**src/rtl/led_scan_pkg.sv**
```systemverilog
package led_scan_pkg;
  localparam int unsigned TICK_W = 4;
  localparam int unsigned DIM_W  = 3;
  localparam int unsigned ON_W   = TICK_W + 1;

  // on-time in ticks per 16-tick slot
  function automatic logic [ON_W-1:0] on_ticks(input logic [DIM_W-1:0] code);
    logic [ON_W-1:0] r;
    case (code)
      3'd0: r = 5'd1;
      3'd1: r = 5'd2;
      3'd2: r = 5'd4;
      3'd3: r = 5'd10;
      3'd4: r = 5'd11;
      3'd5: r = 5'd12;
      3'd6: r = 5'd13;
      default: r = 5'd14;
    endcase
    return r;
  endfunction
endpackage

```
**src/rtl/led_scan_ctrl.sv**
```systemverilog
module led_scan_ctrl
  import led_scan_pkg::*;
(
  input  logic             clk_i,
  input  logic             rst_ni,
  input  logic             mode_wr_i,
  input  logic [1:0]       mode_i,
  input  logic             ctrl_wr_i,
  input  logic [DIM_W-1:0] dim_i,
  input  logic             disp_en_i,
  output logic             mode7_o,
  output logic [DIM_W-1:0] dim_o,
  output logic             en_o,
  output logic             restart_o
);
  logic             mode7_q, en_q;
  logic [DIM_W-1:0] dim_q;

  // only codes with the upper bit set are modes; same mode is a no-op
  assign restart_o = mode_wr_i && mode_i[1] && (mode_i[0] != mode7_q);

  always_ff @(posedge clk_i or negedge rst_ni) begin
    if (!rst_ni) begin
      mode7_q <= 1'b1;
      en_q    <= 1'b0;
      dim_q   <= '0;
    end else begin
      if (restart_o) begin
        mode7_q <= mode_i[0];
        en_q    <= 1'b0;
      end
      if (ctrl_wr_i) begin
        dim_q <= dim_i;
        en_q  <= disp_en_i;
      end
    end
  end

  assign mode7_o = mode7_q;
  assign dim_o   = dim_q;
  assign en_o    = en_q;
endmodule

```
**src/rtl/led_scan_timer.sv**
```systemverilog
module led_scan_timer
  import led_scan_pkg::*;
#(
  parameter int unsigned MAX_GRIDS = 7,
  localparam int unsigned SLOT_W   = $clog2(MAX_GRIDS + 1)
) (
  input  logic              clk_i,
  input  logic              rst_ni,
  input  logic              tick_i,
  input  logic              restart_i,
  input  logic              mode7_i,
  output logic [SLOT_W-1:0] slot_o,
  output logic [TICK_W-1:0] tick_o,
  output logic              key_win_o,
  output logic              key_latch_o
);
  localparam logic [TICK_W-1:0] TICK_LAST = '1;

  logic [SLOT_W-1:0] slot_q, n_grids;
  logic [TICK_W-1:0] tick_q;
  logic              latch_q, slot_end;

  assign n_grids  = mode7_i ? SLOT_W'(MAX_GRIDS) : SLOT_W'(MAX_GRIDS - 1);
  assign slot_end = tick_i && (tick_q == TICK_LAST);

  always_ff @(posedge clk_i or negedge rst_ni) begin
    if (!rst_ni) begin
      slot_q  <= '0;
      tick_q  <= '0;
      latch_q <= 1'b0;
    end else begin
      latch_q <= slot_end && !restart_i && (slot_q == n_grids - SLOT_W'(1));
      if (restart_i) begin
        slot_q <= '0;
        tick_q <= '0;
      end else if (tick_i) begin
        tick_q <= tick_q + TICK_W'(1);
        if (slot_end) slot_q <= (slot_q == n_grids) ? '0 : slot_q + SLOT_W'(1);
      end
    end
  end

  assign slot_o      = slot_q;
  assign tick_o      = tick_q;
  assign key_win_o   = (slot_q == n_grids);
  assign key_latch_o = latch_q;
endmodule

```
**src/rtl/led_scan_drive.sv**
```systemverilog
module led_scan_drive
  import led_scan_pkg::*;
#(
  parameter int unsigned MAX_GRIDS = 7,
  localparam int unsigned SLOT_W   = $clog2(MAX_GRIDS + 1),
  localparam int unsigned RAM_W    = 16 * MAX_GRIDS
) (
  input  logic [RAM_W-1:0]     ram_i,
  input  logic [SLOT_W-1:0]    slot_i,
  input  logic [TICK_W-1:0]    tick_i,
  input  logic                 mode7_i,
  input  logic                 en_i,
  input  logic [DIM_W-1:0]     dim_i,
  output logic [10:0]          seg_o,
  output logic [MAX_GRIDS-2:0] grid_o,
  output logic                 shared_o
);
  logic [SLOT_W-1:0] n_grids;
  logic [7:0]        lo_byte;
  logic [3:0]        hi_nib;
  logic              lit;

  assign n_grids = mode7_i ? SLOT_W'(MAX_GRIDS) : SLOT_W'(MAX_GRIDS - 1);
  assign lit     = en_i && (slot_i < n_grids) && ({1'b0, tick_i} < on_ticks(dim_i));

  always_comb begin
    lo_byte = '0;
    hi_nib  = '0;
    for (int d = 0; d < MAX_GRIDS; d++) begin
      if (slot_i == SLOT_W'(d)) begin
        lo_byte = ram_i[16*d +: 8];
        hi_nib  = ram_i[16*d+8 +: 4];
      end
    end
  end

  assign seg_o = lit ? {hi_nib[2:0], lo_byte} : '0;

  for (genvar g = 0; g < MAX_GRIDS - 1; g++) begin : g_grid
    assign grid_o[g] = !(en_i && (slot_i == SLOT_W'(g)));
  end

  assign shared_o = mode7_i ? !(en_i && (slot_i == SLOT_W'(MAX_GRIDS - 1)))
                            : (lit && hi_nib[3]);
endmodule

```
**src/rtl/led_scan_top.sv**
```systemverilog
module led_scan_top
  import led_scan_pkg::*;
#(
  parameter int unsigned MAX_GRIDS = 7,
  localparam int unsigned SLOT_W   = $clog2(MAX_GRIDS + 1),
  localparam int unsigned RAM_W    = 16 * MAX_GRIDS
) (
  input  logic                 clk_i,
  input  logic                 rst_ni,
  input  logic                 tick_i,
  input  logic [RAM_W-1:0]     ram_i,
  input  logic                 mode_wr_i,
  input  logic [1:0]           mode_i,
  input  logic                 ctrl_wr_i,
  input  logic [DIM_W-1:0]     dim_i,
  input  logic                 disp_en_i,
  output logic [10:0]          seg_o,
  output logic [MAX_GRIDS-2:0] grid_o,
  output logic                 shared_o,
  output logic                 key_win_o,
  output logic                 key_latch_o
);
  logic              mode7, en, restart;
  logic [DIM_W-1:0]  dim;
  logic [SLOT_W-1:0] slot;
  logic [TICK_W-1:0] tick;

  led_scan_ctrl u_ctrl (
    .clk_i, .rst_ni, .mode_wr_i, .mode_i, .ctrl_wr_i, .dim_i, .disp_en_i,
    .mode7_o(mode7), .dim_o(dim), .en_o(en), .restart_o(restart)
  );

  led_scan_timer #(.MAX_GRIDS(MAX_GRIDS)) u_timer (
    .clk_i, .rst_ni, .tick_i, .restart_i(restart), .mode7_i(mode7),
    .slot_o(slot), .tick_o(tick), .key_win_o, .key_latch_o
  );

  led_scan_drive #(.MAX_GRIDS(MAX_GRIDS)) u_drive (
    .ram_i, .slot_i(slot), .tick_i(tick), .mode7_i(mode7), .en_i(en),
    .dim_i(dim), .seg_o, .grid_o, .shared_o
  );
endmodule

```
**config.mk**
```make
export PLATFORM = sky130hd
export DESIGN_NAME = led_scan_top
export DESIGN_NICKNAME = d
export VERILOG_FILES = /design/src/rtl/led_scan_pkg.sv /design/src/rtl/led_scan_ctrl.sv /design/src/rtl/led_scan_timer.sv /design/src/rtl/led_scan_drive.sv /design/src/rtl/led_scan_top.sv
export SDC_FILE = /design/constraint.sdc
export NUM_CORES = 1
export LEC_CHECK = 0
export ABC_AREA = 1
export BUFFER_PORTS_ARGS = -buffer_cell sky130_fd_sc_hd__buf_4
export CORE_ASPECT_RATIO = 1.4
export CORE_UTILIZATION = 35
export DETAILED_ROUTE_END_ITERATION = 12
export MAX_ROUTING_LAYER = met4
export PLACE_DENSITY = 0.79
export SLEW_MARGIN = 20
export SYNTH_ARGS = -nofsm -noshare
export SYNTH_HDL_FRONTEND = slang
export SYNTH_HIERARCHICAL = 1
export SYNTH_SLANG_ARGS = --single-unit
export TNS_END_PERCENT = 1
```
**constraint.sdc**
```tcl
create_clock -name clk_i -period 2.25 [get_ports clk_i]
set_clock_uncertainty 0.2 [all_clocks]
set_input_delay 0 -clock clk_i [delete_from_list [all_inputs] [get_ports clk_i]]
set_output_delay 0 -clock clk_i [all_outputs]
set_load 0.01 [all_outputs]
```
# [Word-level counts from Yosys, hierarchy flattened]
# Index checks and enable logic that the tools add are counted.
[op_classes] n_eq_ne=16 addsub=3 mux=26 n_lt_le_gt_ge=2 reduce_logical=29
[op_table] operator="$mux W8" count=7
[op_table] operator="$mux W4" count=9
[op_table] operator="$pmux W4 S7" count=1
[op_table] operator="$eq A3 B3 Y1 const B" count=6
[op_table] operator="$logic_and A1 B1 Y1" count=15
[op_table] operator="$eq A3 B2 Y1 const B" count=4
[op_table] operator="$mux W3" count=4
[op_table] operator="$mux W11" count=1
[op_table] operator="$logic_not A1 Y1" count=8
[op_table] operator="$eq A3 B1 Y1 const B" count=2
[op_table] operator="$eq A3 B3 Y1" count=2
[op_table] operator="$logic_not A3 Y1" count=2
[op_table] operator="$reduce_bool A2 Y1" count=3
[op_table] operator="$add A4 B1 Y4 const B" count=1
[op_table] operator="$eq A4 B4 Y1 const B" count=1
[op_table] operator="$lt A4 B4 Y1" count=1
[op_table] operator="$mux W1" count=4
[op_table] operator="$add A3 B1 Y3 const B" count=1
[op_table] operator="$lt A3 B3 Y1" count=1
[op_table] operator="$sub A3 B1 Y3 const B" count=1
[op_table] operator="$reduce_and A2 Y1" count=1
[op_table] operator="$ne A1 B1 Y1" count=1
[totals] in_bits=123 reg_bits=13

# [Depth between registers and ports, before layout]
# Gate-level depths: netlist of run 1.
[depth] word_depth=10 mapped_depth=13 mapped_depth_nobuf=12

# [Hierarchy]
# The synthesis of run 1 kept the hierarchy.
[by_module_without_submodules] module="led_scan_drive" cells_each=245 n_inst=1 area_per_inst_um2=1071.0
[by_module_without_submodules] module="led_scan_timer" cells_each=58 n_inst=1 area_per_inst_um2=437.9
[by_module_without_submodules] module="led_scan_ctrl" cells_each=23 n_inst=1 area_per_inst_um2=219.0

# [Least setup slack after synthesis of run 1]
# OpenSTA, ideal clock, no wires.
[synth_path] path_kind="flip-flop to output port" startpoint="register u_ctrl.dim_q[1] (netlist: u_ctrl/dim_o[1])" endpoint="output seg_o[0]" t_arrival_ns=1.677 required_ns=2.050 stages_incl_launch_ff=13 path_buffers=1 path_slack_ns=0.373 path_cell_list="dfrtp_1 -> inv_1 -> nor2_1 -> a21oi_1 -> o22ai_1 -> ha_1 -> nand2_1 -> nand3b_1 -> nand3_1 -> clkbuf_1 -> nor2_1 -> nand2_1 -> inv_1"
[synth_via] elab_chain_len=5 elab_cells_between_ends=11 cone_classes="1 x order compare; 6 x eq/ne; 2 x mux; 2 x reduce/logical"
[synth_rtl] element="start, declared" line_no="led_scan_ctrl.sv:17" source="logic [DIM_W-1:0] dim_q;"
[synth_rtl] element="start signal, assigned" line_no="led_scan_ctrl.sv:33" source="dim_q <= dim_i;"
[synth_rtl] element="$eq A3 B3 Y1, or another cell as far along" line_no="led_scan_pkg.sv:9" source="case (code)"
[synth_rtl] element="$pmux W4 S7 (*)" line_no="led_scan_pkg.sv:9"
[synth_rtl] element="$lt A4 B4 Y1 (*)" line_no="led_scan_drive.sv:24" source="assign lit = en_i && (slot_i < n_grids) && ({1'b0, tick_i} < on_ticks(dim_i));"
[synth_rtl] element="$logic_and A1 B1 Y1 (*)" line_no="led_scan_drive.sv:24"
[synth_rtl] element="$mux W11 (*)" line_no="led_scan_drive.sv:37" source="assign seg_o = lit ? {hi_nib[2:0], lo_byte} : '0;"
[synth_rtl] element="end, declared" line_no="led_scan_top.sv:17" source="output logic [10:0] seg_o,"
# Mark *: on every way between the ends. The rest lies on a longest branch, timed or not.

# [Worst setup path after layout of run 1]
[layout_path] startpoint="register u_ctrl.dim_q[1] (netlist: u_ctrl/dim_o[1])" endpoint="output seg_o[10]"
# The elaborated chain is that of the path after synthesis.

==> impl_summary.md, run 1 <==
Outcome
The flow ran to the end, but the final reports show violations. The final reports fail on setup timing.

Drt
After detailed routing, the total wire length is 7.01 mm. The count of nets left with antenna violations once routing finished came out at 0. The initial DRC count is 150. After detailed routing, the average wire length per cell comes to 13.5 um. The routed metal-1 wirelength is 2.57 mm. In the routed design, unresolved DRC markers number 0. The detailed-route vias per instance is 4.82. The routed length on met2 is 3.63 mm. The detailed-route via count is 2,505. The uppermost layer routed is met4. The routed length on met3 is 672 um. The first-pass iteration count of the detailed router is 4.

Final layout
At the end of the flow, the number of nets in the layout was 587. Compared with the post-synthesis result, the final layout area differs by 69.4%. The top cell types in the final layout, fill and taps aside, are 127 x sky130_fd_sc_hd__buf_4, 107 x sky130_fd_sc_hd__nand2_1, 52 x sky130_fd_sc_hd__nor2_1. Counting the fill cells in the layout gives 466. The most common library cell in the layout ignoring fill and taps is sky130_fd_sc_hd__buf_4. The count of antenna diodes in the layout is 0. The share of the core filled with cells is 63.0%. Excluding fillers, the count of instances in the completed layout stands at 520. The share of post-route cells with drive strength above 1 is 33.2%.

Pwr
The internal portion of the total power is 0.813 mW. The part of the power in registers is 24.0%. The leakage power summed over all cells is 1.71 nW. The combinational cell fraction of total power is 60.1%. The clock network accounts for 15.9% of the total power. IR analysis of the VDD net gives a maximum drop of 0.000399 V. Net switching is 41.2% of the power. In this run the power spent charging and discharging nets is 0.570 mW. The power per cell area is 473 mW/mm2.

Setup path
The endpoint identified for the worst register-to-register timing path is u_ctrl/dim_o[0]$_DFFE_PN0P_. The critical path goes through inv_2, nor2_4, a21oi_2, ha_1, nand2_1, nand2_1, a21oi_2, nand3_2, buf_6, nor2_2, nand2_1, inv_1, buf_4. The worst endpoint required time is 2.05 ns. The count of buffering cells on the critical path with inverters included is 4.

Of all nets on the critical path, the largest fanout is 8. The type of the setup path with the least slack is register to output pin. For this design, the slowest cell found on the critical path is sky130_fd_sc_hd__dfrtp_1. The startpoint class of the critical path is a register. Counting stages on the worst path, the most repeated cell is sky130_fd_sc_hd__nand2_1. The startpoint identified for the worst register-to-register timing path is u_ctrl/dim_o[0]$_DFFE_PN0P_. The delay of the slowest critical-path stage is 0.40 ns. The worst setup path is captured at an output pin. Setup slack on the worst reg-to-reg path comes out at 0.45 ns.

The arrival time of data at the critical path endpoint is 2.06 ns. The kind of cell with the highest combined delay along the critical path is simple AND/OR/NAND/NOR gates. For the worst flop-to-flop path, the logic depth is 3.

Die
The die area is 0.00523 mm2. The overall die height is 85.1 um. 143 I/O pins were placed. The initial core utilization is 37.2%. The placeable core region is 0.00464 mm2. The number of rows created at floorplan is 29. The floorplan die width is 61.4 um.

Placed design
In this run, placement finished with an instance count of 497. Prior to clock tree synthesis, the placed netlist has a worst setup slack of 0.196 ns. The half-perimeter wire length after placement is 5.01 mm. The congestion estimate from routability-driven global placement came to 0.942. Input and output buffers added on the ports amount to 113.

STA
Setup repair after global routing could not meet its margin everywhere. The highest clock frequency the design can meet is 443 MHz. The number of max-slew violations in the final report is 0. The post-route worst setup slack is -0.00804 ns.

The final cycle utilization of the critical path is 100%. The time the final worst path needs with I/O delays and setup is 2.26 ns. The number of setup violations in the final report is 1. The number of hold violations in the final report is 0. The tightest slew margin relative to the limit is 61.1%. For the pin with the worst max-slew slack, the measured transition is 0.581 ns.

CTS
The clock tree buffer depth is 2. The total number of H-tree levels is 1. The clock-pin slew on the worst setup and hold paths is 0.06 ns. TritonCTS built the clock tree.

Buffers inserted during clock tree synthesis total 3. The clock root buffer master is sky130_fd_sc_hd__clkbuf_8. Clock latency on the worst-skew pair, taken at its later pin, is 0.25 ns. Clock tree synthesis found a total of 13 sinks.

Synth
The fraction of registers with async set/reset is 100%. After synthesis, the mean cell area works out to 5.30 um2. The post-synthesis cell count is 326.

The summed instance area of the synthesized netlist is 0.00173 mm2. For this run, the number of Yosys warnings is 6. The number of enable-type register cells in the synthesized netlist is 0. After synthesis, flip-flops and latches occupy 18.9% of the total area. When the netlist entered floorplanning its net count stood at 454. The synthesized design contains 13 register bits. After synthesis, the netlist uses 24 different library cells.

The dominant register cell in the synthesized netlist is sky130_fd_sc_hd__dfrtp_1.

GRT
For this run, the total global-route usage over all layers was measured as 26.4%. The number of antenna violations at the first check in global routing was 0. The via count of the first global-routing pass is 2,352. The maximum number of pins on one net before global-route repair is 28. The sum of overflow across all layers after global routing is 0.

The first global-routing pass estimated 10.1 mm of wire.

Flow run
Across the run, the number of max-cap violations was 0.

Min path
The worst hold path class is input pin to async pin.
==> power groups by stage <==
stage	clock network (mW)	logic (mW)	registers, mW
2_1_floorplan	0	0.397	0.320
3_3_place_gp	0	0.709	0.330
3_5_place_dp	0	0.723	0.334
4_1_cts	0.223	0.781	0.330
5_1_grt	0.229	0.918	0.336
6_report	0.219	0.832	0.332
==> Yosys cell counts (2+ instances only) <==
cell type                  instances  area (um2)
sky130_fd_sc_hd__nor2_1           59         221
sky130_fd_sc_hd__dfrtp_1          12         300
sky130_fd_sc_hd__o21ai_0           4        20.0
sky130_fd_sc_hd__nand4_1          28         175
sky130_fd_sc_hd__nand2_1         107         402
sky130_fd_sc_hd__ha_1              5        62.6
sky130_fd_sc_hd__mux2_1            3        33.8
sky130_fd_sc_hd__nor3_2            3        30.0
sky130_fd_sc_hd__inv_2             4        15.0
sky130_fd_sc_hd__clkinv_1          3        11.3
sky130_fd_sc_hd__buf_2             9        45.0
sky130_fd_sc_hd__clkbuf_1          4        15.0
sky130_fd_sc_hd__nor2_2            2        12.5
sky130_fd_sc_hd__a21oi_1           5        25.0
sky130_fd_sc_hd__nand3_1          21         105
sky130_fd_sc_hd__inv_1            49         184
==> cell families (layout without fill, tap and decap cells) <==
| kind of cell | after synthesis | after routing | synth area share [%] |
|---|---|---|---|
| compound gates | 12 | 12 | 3.69 |
| buf+inv | 70 | 202 | 15.9 |
| flops | 13 | 13 | 18.9 |
| mux | 3 | 3 | 1.95 |
| simple gates | 222 | 222 | 55.5 |
| fa+ha+maj | 5 | 5 | 3.62 |
| xor+xnor | 1 | 1 | 0.507 |
==> flip-flops by register name, indices dropped and copies added (netlist names) <==
| name | cells |
|---|---|
| u_ctrl/mode7_o | 1 |
| u_ctrl/en_o | 1 |
| u_ctrl/dim_o | 3 |
| u_timer/slot_o | 3 |
| u_timer/tick_o | 4 |
| u_timer/key_latch_o | 1 |
==> per-layer routing <==
layer  up-vias  GRT usage, %
met5         -             -
met2       106          50.3
met4         0          7.07
li1       1279             -
met3        11          4.57
met1      1109          26.1
==> metrics by stage <==
stage,hold WS [ns],TNS (ns),instance area (um2),power (mW)
after detailed placement,-0.343,0,2670,1.06
after global placement,-0.349,0,2670,1.04
after CTS,0.0403,0,2880,1.33
final,0.0470,-0.00804,2930,1.38
after global routing,0.0471,-1.42,2930,1.48
after floorplan,-0.496,0,1730,0.717
==> final cells by class <==
cell class | count | area, um2 | area share [%]
clock buffer | 4 | 45.0 | 1.54
tap | 62 | 77.6 | 2.65
inverter | 56 | 210 | 7.18
timing repair buffer | 142 | 1100 | 37.8
sequential | 13 | 327 | 11.2
multi-input combinational | 243 | 1160 | 39.7
==> repair_timing <==
action | 4_1_cts | 5_1_grt
hold endpoints to repair | 26 | 0
buffers inserted | 3 | 2
gates resized for setup | 2 | 11
endpoints found under the setup margin | 8 | 12
hold buffers | 14 | 0
pin swaps | 1 | 2
==> worst max path at each step <==
| stage | start | endpoint | slack, ns | cells past startpoint |
|---|---|---|---|---|
| finish | u_ctrl/dim_o[1]$_DFFE_PN0P_ | seg_o[10] | -0.008 | 13 |
| global route | u_ctrl/dim_o[1]$_DFFE_PN0P_ | seg_o[9] | -0.15 | 14 |
| CTS | u_ctrl/dim_o[0]$_DFFE_PN0P_ | seg_o[10] | 0.02 | 12 |
| detailed placement | u_ctrl/dim_o[1]$_DFFE_PN0P_ | seg_o[10] | 0.20 | 13 |
| global placement | u_ctrl/dim_o[1]$_DFFE_PN0P_ | seg_o[10] | 0.21 | 13 |
| floorplan | u_ctrl/dim_o[1]$_DFFE_PN0P_ | seg_o[0] | 0.37 | 12 |
(Power assumes the default switching activity.)
==> inputs of run 2 (changes only) <==
Settings changed: CORE_ASPECT_RATIO 1.4 to 1.1, HOLD_SLACK_MARGIN set to 0.02, RECOVER_POWER set to 100.
==> impl_summary.md, run 2 (same netlist as run 1, synthesis figures left out) <==
Setup path
The largest fanout of any net on the critical path is 6 (-2). The depth of the most critical reg-to-reg path was 6 (+3). In this design, the critical path's most frequently occurring cell is sky130_fd_sc_hd__nand2_1.

By startpoint and endpoint, the worst setup path is classified as register to output pin. The arrival time of data at the critical path endpoint is 2.06 ns (about the same). STA classifies the critical path startpoint as a register.

The reg-to-reg setup timing slack is 0.48 ns (+0.03 ns). In this run the critical register-to-register path is launched from u_ctrl/mode7_o$_DFFE_PN1P_. The worst endpoint required time is 2.05 ns (about the same). The delay of the slowest critical-path stage was 0.44 ns (+0.04 ns). In this run the critical register-to-register path is captured at u_ctrl/en_o$_DFFE_PN0P_. Among all stages on the critical path, the largest delay is contributed by sky130_fd_sc_hd__dfrtp_2.

Traced cell by cell, the critical path runs through nor2_2, a21oi_2, ha_1, nand2_1, nand2_1, a21oi_2, nand3_2, buf_6, nor2_1, nand2_1, nand2_1, buf_4. The worst setup path is captured at an output pin.

Min path
Counting instances, the worst hold path has a depth of 6. The worst hold path belongs to the class input pin to register. The worst hold path terminates at u_timer/tick_o[1]$_DFFE_PN0P_. In this run the most critical hold path is launched from mode_i[1].

GRT
The maximum number of pins on one net before global-route repair is 28 (unchanged). The all-layer global routing usage is 23.4% (-3.0 points). The via count of the first global-routing pass is 2,042 (-13%).

The first-pass GRT wire length is 8.82 mm (-13%). The sum of overflow across all layers after global routing came to 0 (unchanged). The number of antenna violations at the first check in global routing is 0 (unchanged).

Die
The count of pins on the block boundary came to 143 (unchanged). The die area came to 0.00522 mm2 (about the same). The overall die height is 75.7 um (-11%). The placeable core region is 0.00468 mm2 (+0.86%). The number of rows created at floorplan is 26 (-10%).

The floorplan die width is 69.0 um (+12%). The initial core utilization is 36.9% (-0.32 points).

Outcome
The final reports fail on setup timing. The run finished, with violations left.

Final layout
The share of the core filled with cells is 61.0% (-2.0 points). The final instance area is 0.00286 mm2 (-2.4%). The share of post-route cells with drive strength above 1 was 30.5% (-2.7 points). The relative area change from synthesis to final layout is 65.4%.

The net count of the finished layout is 582 (-0.85%). The most common library cell in the layout ignoring fill and taps is sky130_fd_sc_hd__buf_4. The count of antenna diodes in the layout is 0 (unchanged). The layout filler cell count is 475 (+1.9%).

The flip-flop count of the largest register, all copies and words added is 4 (unchanged). In the layout the commonest cells are 115 x sky130_fd_sc_hd__buf_4, 107 x sky130_fd_sc_hd__nand2_1, 57 x sky130_fd_sc_hd__nor2_1.

STA
Setup repair after global routing could not meet its margin everywhere. The post-route worst setup slack is -0.0130 ns (-0.00494 ns). The measured slew at the worst slew-check pin came to 0.557 ns (-0.0242 ns). The time the final worst path needs with I/O delays and setup is 2.26 ns (+0.00494 ns). The number of setup violations in the final report is 1 (unchanged). The tightest slew margin relative to the limit is 62.7% (+1.6 points). The number of hold violations in the final report was 0 (unchanged).

The highest clock frequency the design can meet is 442 MHz (-0.22%). The final cycle utilization of the critical path is 101% (+0.22 points). The number of max-slew violations in the final report came to 0 (unchanged).

Drt
The detailed-route vias per instance is 4.82 (about the same). The residual antenna-violating net count after detailed routing is 0 (unchanged). The detailed-route wire length is 6.41 mm (-8.6%). The number of design rule violations left after detail routing is 0 (unchanged). The average routed wire per standard cell came to 12.6 um (-6.6%). The first-pass iteration count of the detailed router is 4 (unchanged). The initial DRC count is 93 (-38%). The detailed-route via count is 2,454 (-2.0%).

CTS
The clock-pin slew on the worst setup and hold paths is 0.05 ns (about the same). The number of clock buffers inserted by TritonCTS came to 3 (unchanged). The clock tree buffer depth was 2 (unchanged).

TritonCTS built the clock tree. The total number of H-tree levels is 1 (unchanged). The buffers inserted during post-CTS setup optimization is 0 (-3). The total number of clock tree sinks is 13 (unchanged). The source-to-sink clock delay at the later pin of the worst-skew pair was 0.25 ns (about the same). The tree is rooted in a sky130_fd_sc_hd__clkbuf_8.

Placed design
The placement-stage worst setup slack is 0.250 ns (+0.0539 ns). The quantity of I/O buffers inserted on ports was 113 (unchanged). The cell area after placement is 0.00264 mm2 (-0.85%). The last weighted congestion value of the routability-driven placer is 0.862 (-8.6%). The half-perimeter wire length after placement is 4.79 mm (-4.4%).

Flow run
The number of maximum-capacitance violations was 0 (unchanged).

Pwr
The total internal power was 0.789 mW (-3.0%). The total net switching power was 0.546 mW (-4.3%). The peak supply drop is 0.000380 V (-4.6%).

The switching share of total power was 40.9% (-0.33 points). The power per cell area was 467 mW/mm2 (-1.2%). The fraction of power consumed by the clock network was 16.2% (+0.3 points). The overall power of the completed layout is 1.33 mW (-3.5%).

The combinational cell fraction of total power is 58.0% (-2.1 points). The leakage power summed over all cells is 1.67 nW (-2.5%). The part of the power in registers was 25.8% (+1.8 points).
-- run 2: changes by cell type in the layout (fill, tap and decap cells not counted), sizes merged --
cell	previous run	this run
clkbuf	4	10
buf	128	116
dlygate4sd3	14	15
-- run 2: power by group through the flow --
stage	combinational (mW)	sequential, mW	clock [mW]
detailed placement	0.708	0.345	0
global placement	0.693	0.341	0
floorplan	0.397	0.320	0
CTS	0.743	0.341	0.224
global route	0.860	0.351	0.233
finish	0.775	0.344	0.216
-- run 2: area by class of cell --
class / instances / area (um2) / area share [%]
clock buffers: 4 / 45.0 / 1.58
inverters: 56 / 210 / 7.36
multi-input cells: 243 / 1150 / 40.2
flip-flops and latches: 13 / 328 / 11.5
well taps: 56 / 70.1 / 2.45
repair buffers: 137 / 1050 / 36.9
-- run 2: through the flow --
stage | hold slack [ns] | instances | setup TNS [ns]
floorplan | -0.496 | 326 | 0
global placement | -0.346 | 489 | 0
detailed placement | -0.344 | 489 | 0
CTS | 0.0696 | 508 | -0.00435
global route | 0.123 | 509 | -0.521
finish | 0.0699 | 509 | -0.0130
-- run 2: how the worst max path moves through the flow --
stage / start / endpoint / depth (start not counted) / slack [ns]
global route: u_timer/slot_o[1]$_DFFE_PN0P_ / seg_o[3] / 9 / -0.06
finish: u_ctrl/dim_o[0]$_DFFE_PN0P_ / shared_o / 12 / -0.01
CTS: u_ctrl/dim_o[1]$_DFFE_PN0P_ / shared_o / 13 / -0.004
global placement: u_ctrl/dim_o[1]$_DFFE_PN0P_ / shared_o / 13 / 0.29
detailed placement: u_ctrl/dim_o[1]$_DFFE_PN0P_ / shared_o / 13 / 0.25
floorplan: u_ctrl/dim_o[1]$_DFFE_PN0P_ / seg_o[0] / 12 / 0.37
-- run 2: routing by layer --
metal	GRT usage (%)	vias to the layer above	routed length, um
li1	-	1270	-
met1	24.5	1088	2450
met2	42.6	85	3220
met3	4.04	11	588
met4	9.52	0	147
met5	-	-	0
-- run 2: critical path, delay by kind of cell (launching register included) --
family	cells	cell delay, ns
simple gates	7	0.61
buf+inv	2	0.28
compound gates	2	0.17
fa+ha+maj	1	0.30
flops	1	0.44
-- run 2: repair_timing --
action | CTS | global route
cloned | 0 | 1
hold buffers | 15 | 0
setup endpoints to repair | 1 | 12
pin swaps | 0 | 1
resized for setup | 1 | 10
endpoints found under the hold margin | 26 | 0
==> inputs of run 3 (changes only) <==
Settings changed: CORE_ASPECT_RATIO 1.1 to not set.
==> impl_summary.md, run 3 (same netlist as run 1, synthesis figures left out) <==
CTS
The cell sitting at the root of the clock tree is a sky130_fd_sc_hd__clkbuf_8. The buffers inserted during post-CTS setup optimization was 0 (unchanged). TritonCTS built the clock tree. The clock tree buffer depth is 2 (unchanged).

The total number of clock tree sinks came to 13 (unchanged). The number of clock buffers inserted by TritonCTS was 3 (unchanged). The source-to-sink clock delay at the later pin of the worst-skew pair is 0.24 ns (about the same). The clock-pin slew on the worst setup and hold paths is 0.05 ns (about the same). The total number of H-tree levels was 1 (unchanged).

Final layout
The most common library cell in the layout ignoring fill and taps is sky130_fd_sc_hd__buf_4. The final instance area is 0.00290 mm2 (+1.3%). The share of post-route cells with drive strength above 1 is 32.8% (+2.4 points).

The count of antenna diodes in the layout was 0 (unchanged). The number of non-filler instances in the completed layout is 521 (+2.4%). The net count of the finished layout was 583 (+0.17%). The top cell types in the final layout, fill and taps aside, are 114 x sky130_fd_sc_hd__buf_4, 107 x sky130_fd_sc_hd__nand2_1, 47 x sky130_fd_sc_hd__inv_1, 47 x sky130_fd_sc_hd__nor2_1, 28 x sky130_fd_sc_hd__nand4_1. The relative area change from synthesis to final layout is 67.6%.

The flip-flop count of the largest register, all copies and words added is 4 (unchanged).

Pwr
The leakage power summed over all cells was 1.67 nW (about the same). The overall power of the completed layout is 1.34 mW (+0.34%). The peak supply drop is 0.000375 V (-1.4%). The power per cell area is 462 mW/mm2 (-0.96%).

Die
The placeable core region is 0.00472 mm2 (+0.83%). The die area is 0.00522 mm2 (about the same). The number of rows created at floorplan is 25 (-3.8%).

The floorplan die width is 72.3 um (+4.7%). The initial core utilization was 36.6% (-0.30 points). The overall die height was 72.3 um (-4.5%). The count of pins on the block boundary came to 143 (unchanged).

GRT
The sum of overflow across all layers after global routing is 0 (unchanged). The all-layer global routing usage was 24.0% (+0.64 points). The via count of the first global-routing pass is 2,129 (+4.3%). The maximum number of pins on one net before global-route repair was 25 (-11%). The number of antenna violations at the first check in global routing was 0 (unchanged). The first-pass GRT wire length is 9.65 mm (+9.4%).

Setup path
The kind of end point of the critical path is an output pin. The worst setup path is of the register to output pin kind. The startpoint class of the critical path is a register. The arrival time of data at the critical path endpoint is 2.03 ns (-0.03 ns). The worst endpoint required time is 2.05 ns (about the same). The largest fanout of any net on the critical path came to 6 (unchanged).

Flow run
The number of maximum-capacitance violations is 0 (unchanged).

STA
The number of max-slew violations in the final report is 0 (unchanged). The tightest slew margin relative to the limit is 63.7% (+1.0 points). The final cycle utilization of the critical path was 99.2% (-1.4 points).

The number of hold violations in the final report came to 0 (unchanged). The measured slew at the worst slew-check pin is 0.542 ns (-0.0149 ns). The post-route worst setup slack came to 0.0184 ns (+0.0314 ns).

The number of setup violations in the final report is 0 (-1). The highest clock frequency the design can meet is 448 MHz (+1.4%). The setup TNS after final layout is 0 ns (+0.0130 ns). Setup repair after global routing could not meet its margin everywhere. The time the final worst path needs with I/O delays and setup is 2.23 ns (-0.0314 ns).

Drt
The number of design rule violations left after detail routing is 0 (unchanged). The residual antenna-violating net count after detailed routing is 0 (unchanged). The detailed-route via count is 2,476 (+0.90%).

The initial DRC count is 200 (+120%). The detailed-route vias per instance is 4.75 (-1.4%). The first-pass iteration count of the detailed router is 5 (+1). The average routed wire per standard cell was 12.2 um (-3.2%). The detailed-route wire length was 6.35 mm (-0.94%).

Placed design
The instance count after placement with tap cells included is 502 (+2.7%). The cell area after placement is 0.00267 mm2 (+1.1%). The half-perimeter wire length after placement is 4.70 mm (-1.8%). The quantity of I/O buffers inserted on ports was 113 (unchanged). The last weighted congestion value of the routability-driven placer is 0.883 (+2.5%). The placement-stage worst setup slack is 0.239 ns (-0.0110 ns).

Min path
The min-delay analysis places its worst path in the category input pin to async pin.

Outcome
The flow ran to the end, and the final reports show no timing, DRC or antenna violations.
## run 3: final cells by class
| cell class | count | area [um2] |
|---|---|---|
| sequential | 13 | 328 |
| timing repair buffer | 138 | 1060 |
| clock buffer | 4 | 45.0 |
| inverter | 56 | 210 |
| multi-input combinational | 243 | 1160 |
| tap | 67 | 83.8 |
| fill | 447 | 1830 |
## run 3: final timing paths
path                                          startpoint                             to  slack [ns]  cells past startpoint
setup reg to reg              u_ctrl/mode7_o$_DFFE_PN1P_        u_ctrl/en_o$_DFFE_PN0P_        0.43                      6
setup / recovery             u_ctrl/dim_o[1]$_DFFE_PN0P_                       shared_o        0.02                     13
hold reg to reg            u_timer/tick_o[0]$_DFFE_PN0P_  u_timer/tick_o[0]$_DFFE_PN0P_        0.39                      2
max in group asynchronous                         rst_ni    u_ctrl/dim_o[0]$_DFFE_PN0P_        0.77                      3
hold / removal                                    rst_ni     u_ctrl/mode7_o$_DFFE_PN1P_        0.08                      2
min in group clk_i                             mode_i[1]  u_timer/tick_o[1]$_DFFE_PN0P_        0.12                      6
## run 3: what timing repair did
action / in CTS / in global routing
hold buffers: 14 / 0
pin swaps: 0 / 6
cloned: 0 / 1
endpoints found under the hold margin: 26 / 0
resized for setup: 1 / 22
setup endpoints to repair: 12 / 12
## run 3: where the power goes
| part | switching (mW) | internal [mW] | leakage, nW |
|---|---|---|---|
| registers | 0.0685 | 0.277 | 0.162 |
| clock network | 0.0797 | 0.125 | 0.0228 |
| logic | 0.393 | 0.396 | 1.49 |
| total | 0.541 | 0.798 | 1.67 |
## run 3: stage by stage
stage,util [%],hold slack (ns)
floorplan,-,-0.496
global placement,56.6,-0.349
detailed placement,56.6,-0.346
CTS,60.6,0.0341
global route,61.3,0.102
finish,61.3,0.0809
## run 3: worst max-delay path: stages, from the launching register on
cell,delay (ns)
sky130_fd_sc_hd__dfrtp_1,0.40
sky130_fd_sc_hd__inv_2,0.07
sky130_fd_sc_hd__nor2_2,0.04
sky130_fd_sc_hd__a21oi_2,0.14
sky130_fd_sc_hd__o22ai_1,0.09
sky130_fd_sc_hd__ha_1,0.28
sky130_fd_sc_hd__nand2_1,0.04
sky130_fd_sc_hd__nand3b_1,0.16
sky130_fd_sc_hd__nand3_2,0.12
sky130_fd_sc_hd__buf_6,0.16
sky130_fd_sc_hd__nor2_1,0.05
sky130_fd_sc_hd__nand2_1,0.06
sky130_fd_sc_hd__nand2_1,0.05
sky130_fd_sc_hd__buf_4,0.14
## run 3: metal layers
layer / track usage (%) / part of all wire, % / vias up
li1: - / - / 1271
met1: 30.0 / 43 / 1084
met2: 39.3 / 49 / 108
met3: 3.47 / 6.6 / 13
met4: 9.15 / 1.8 / 0
met5: - / 0 / -
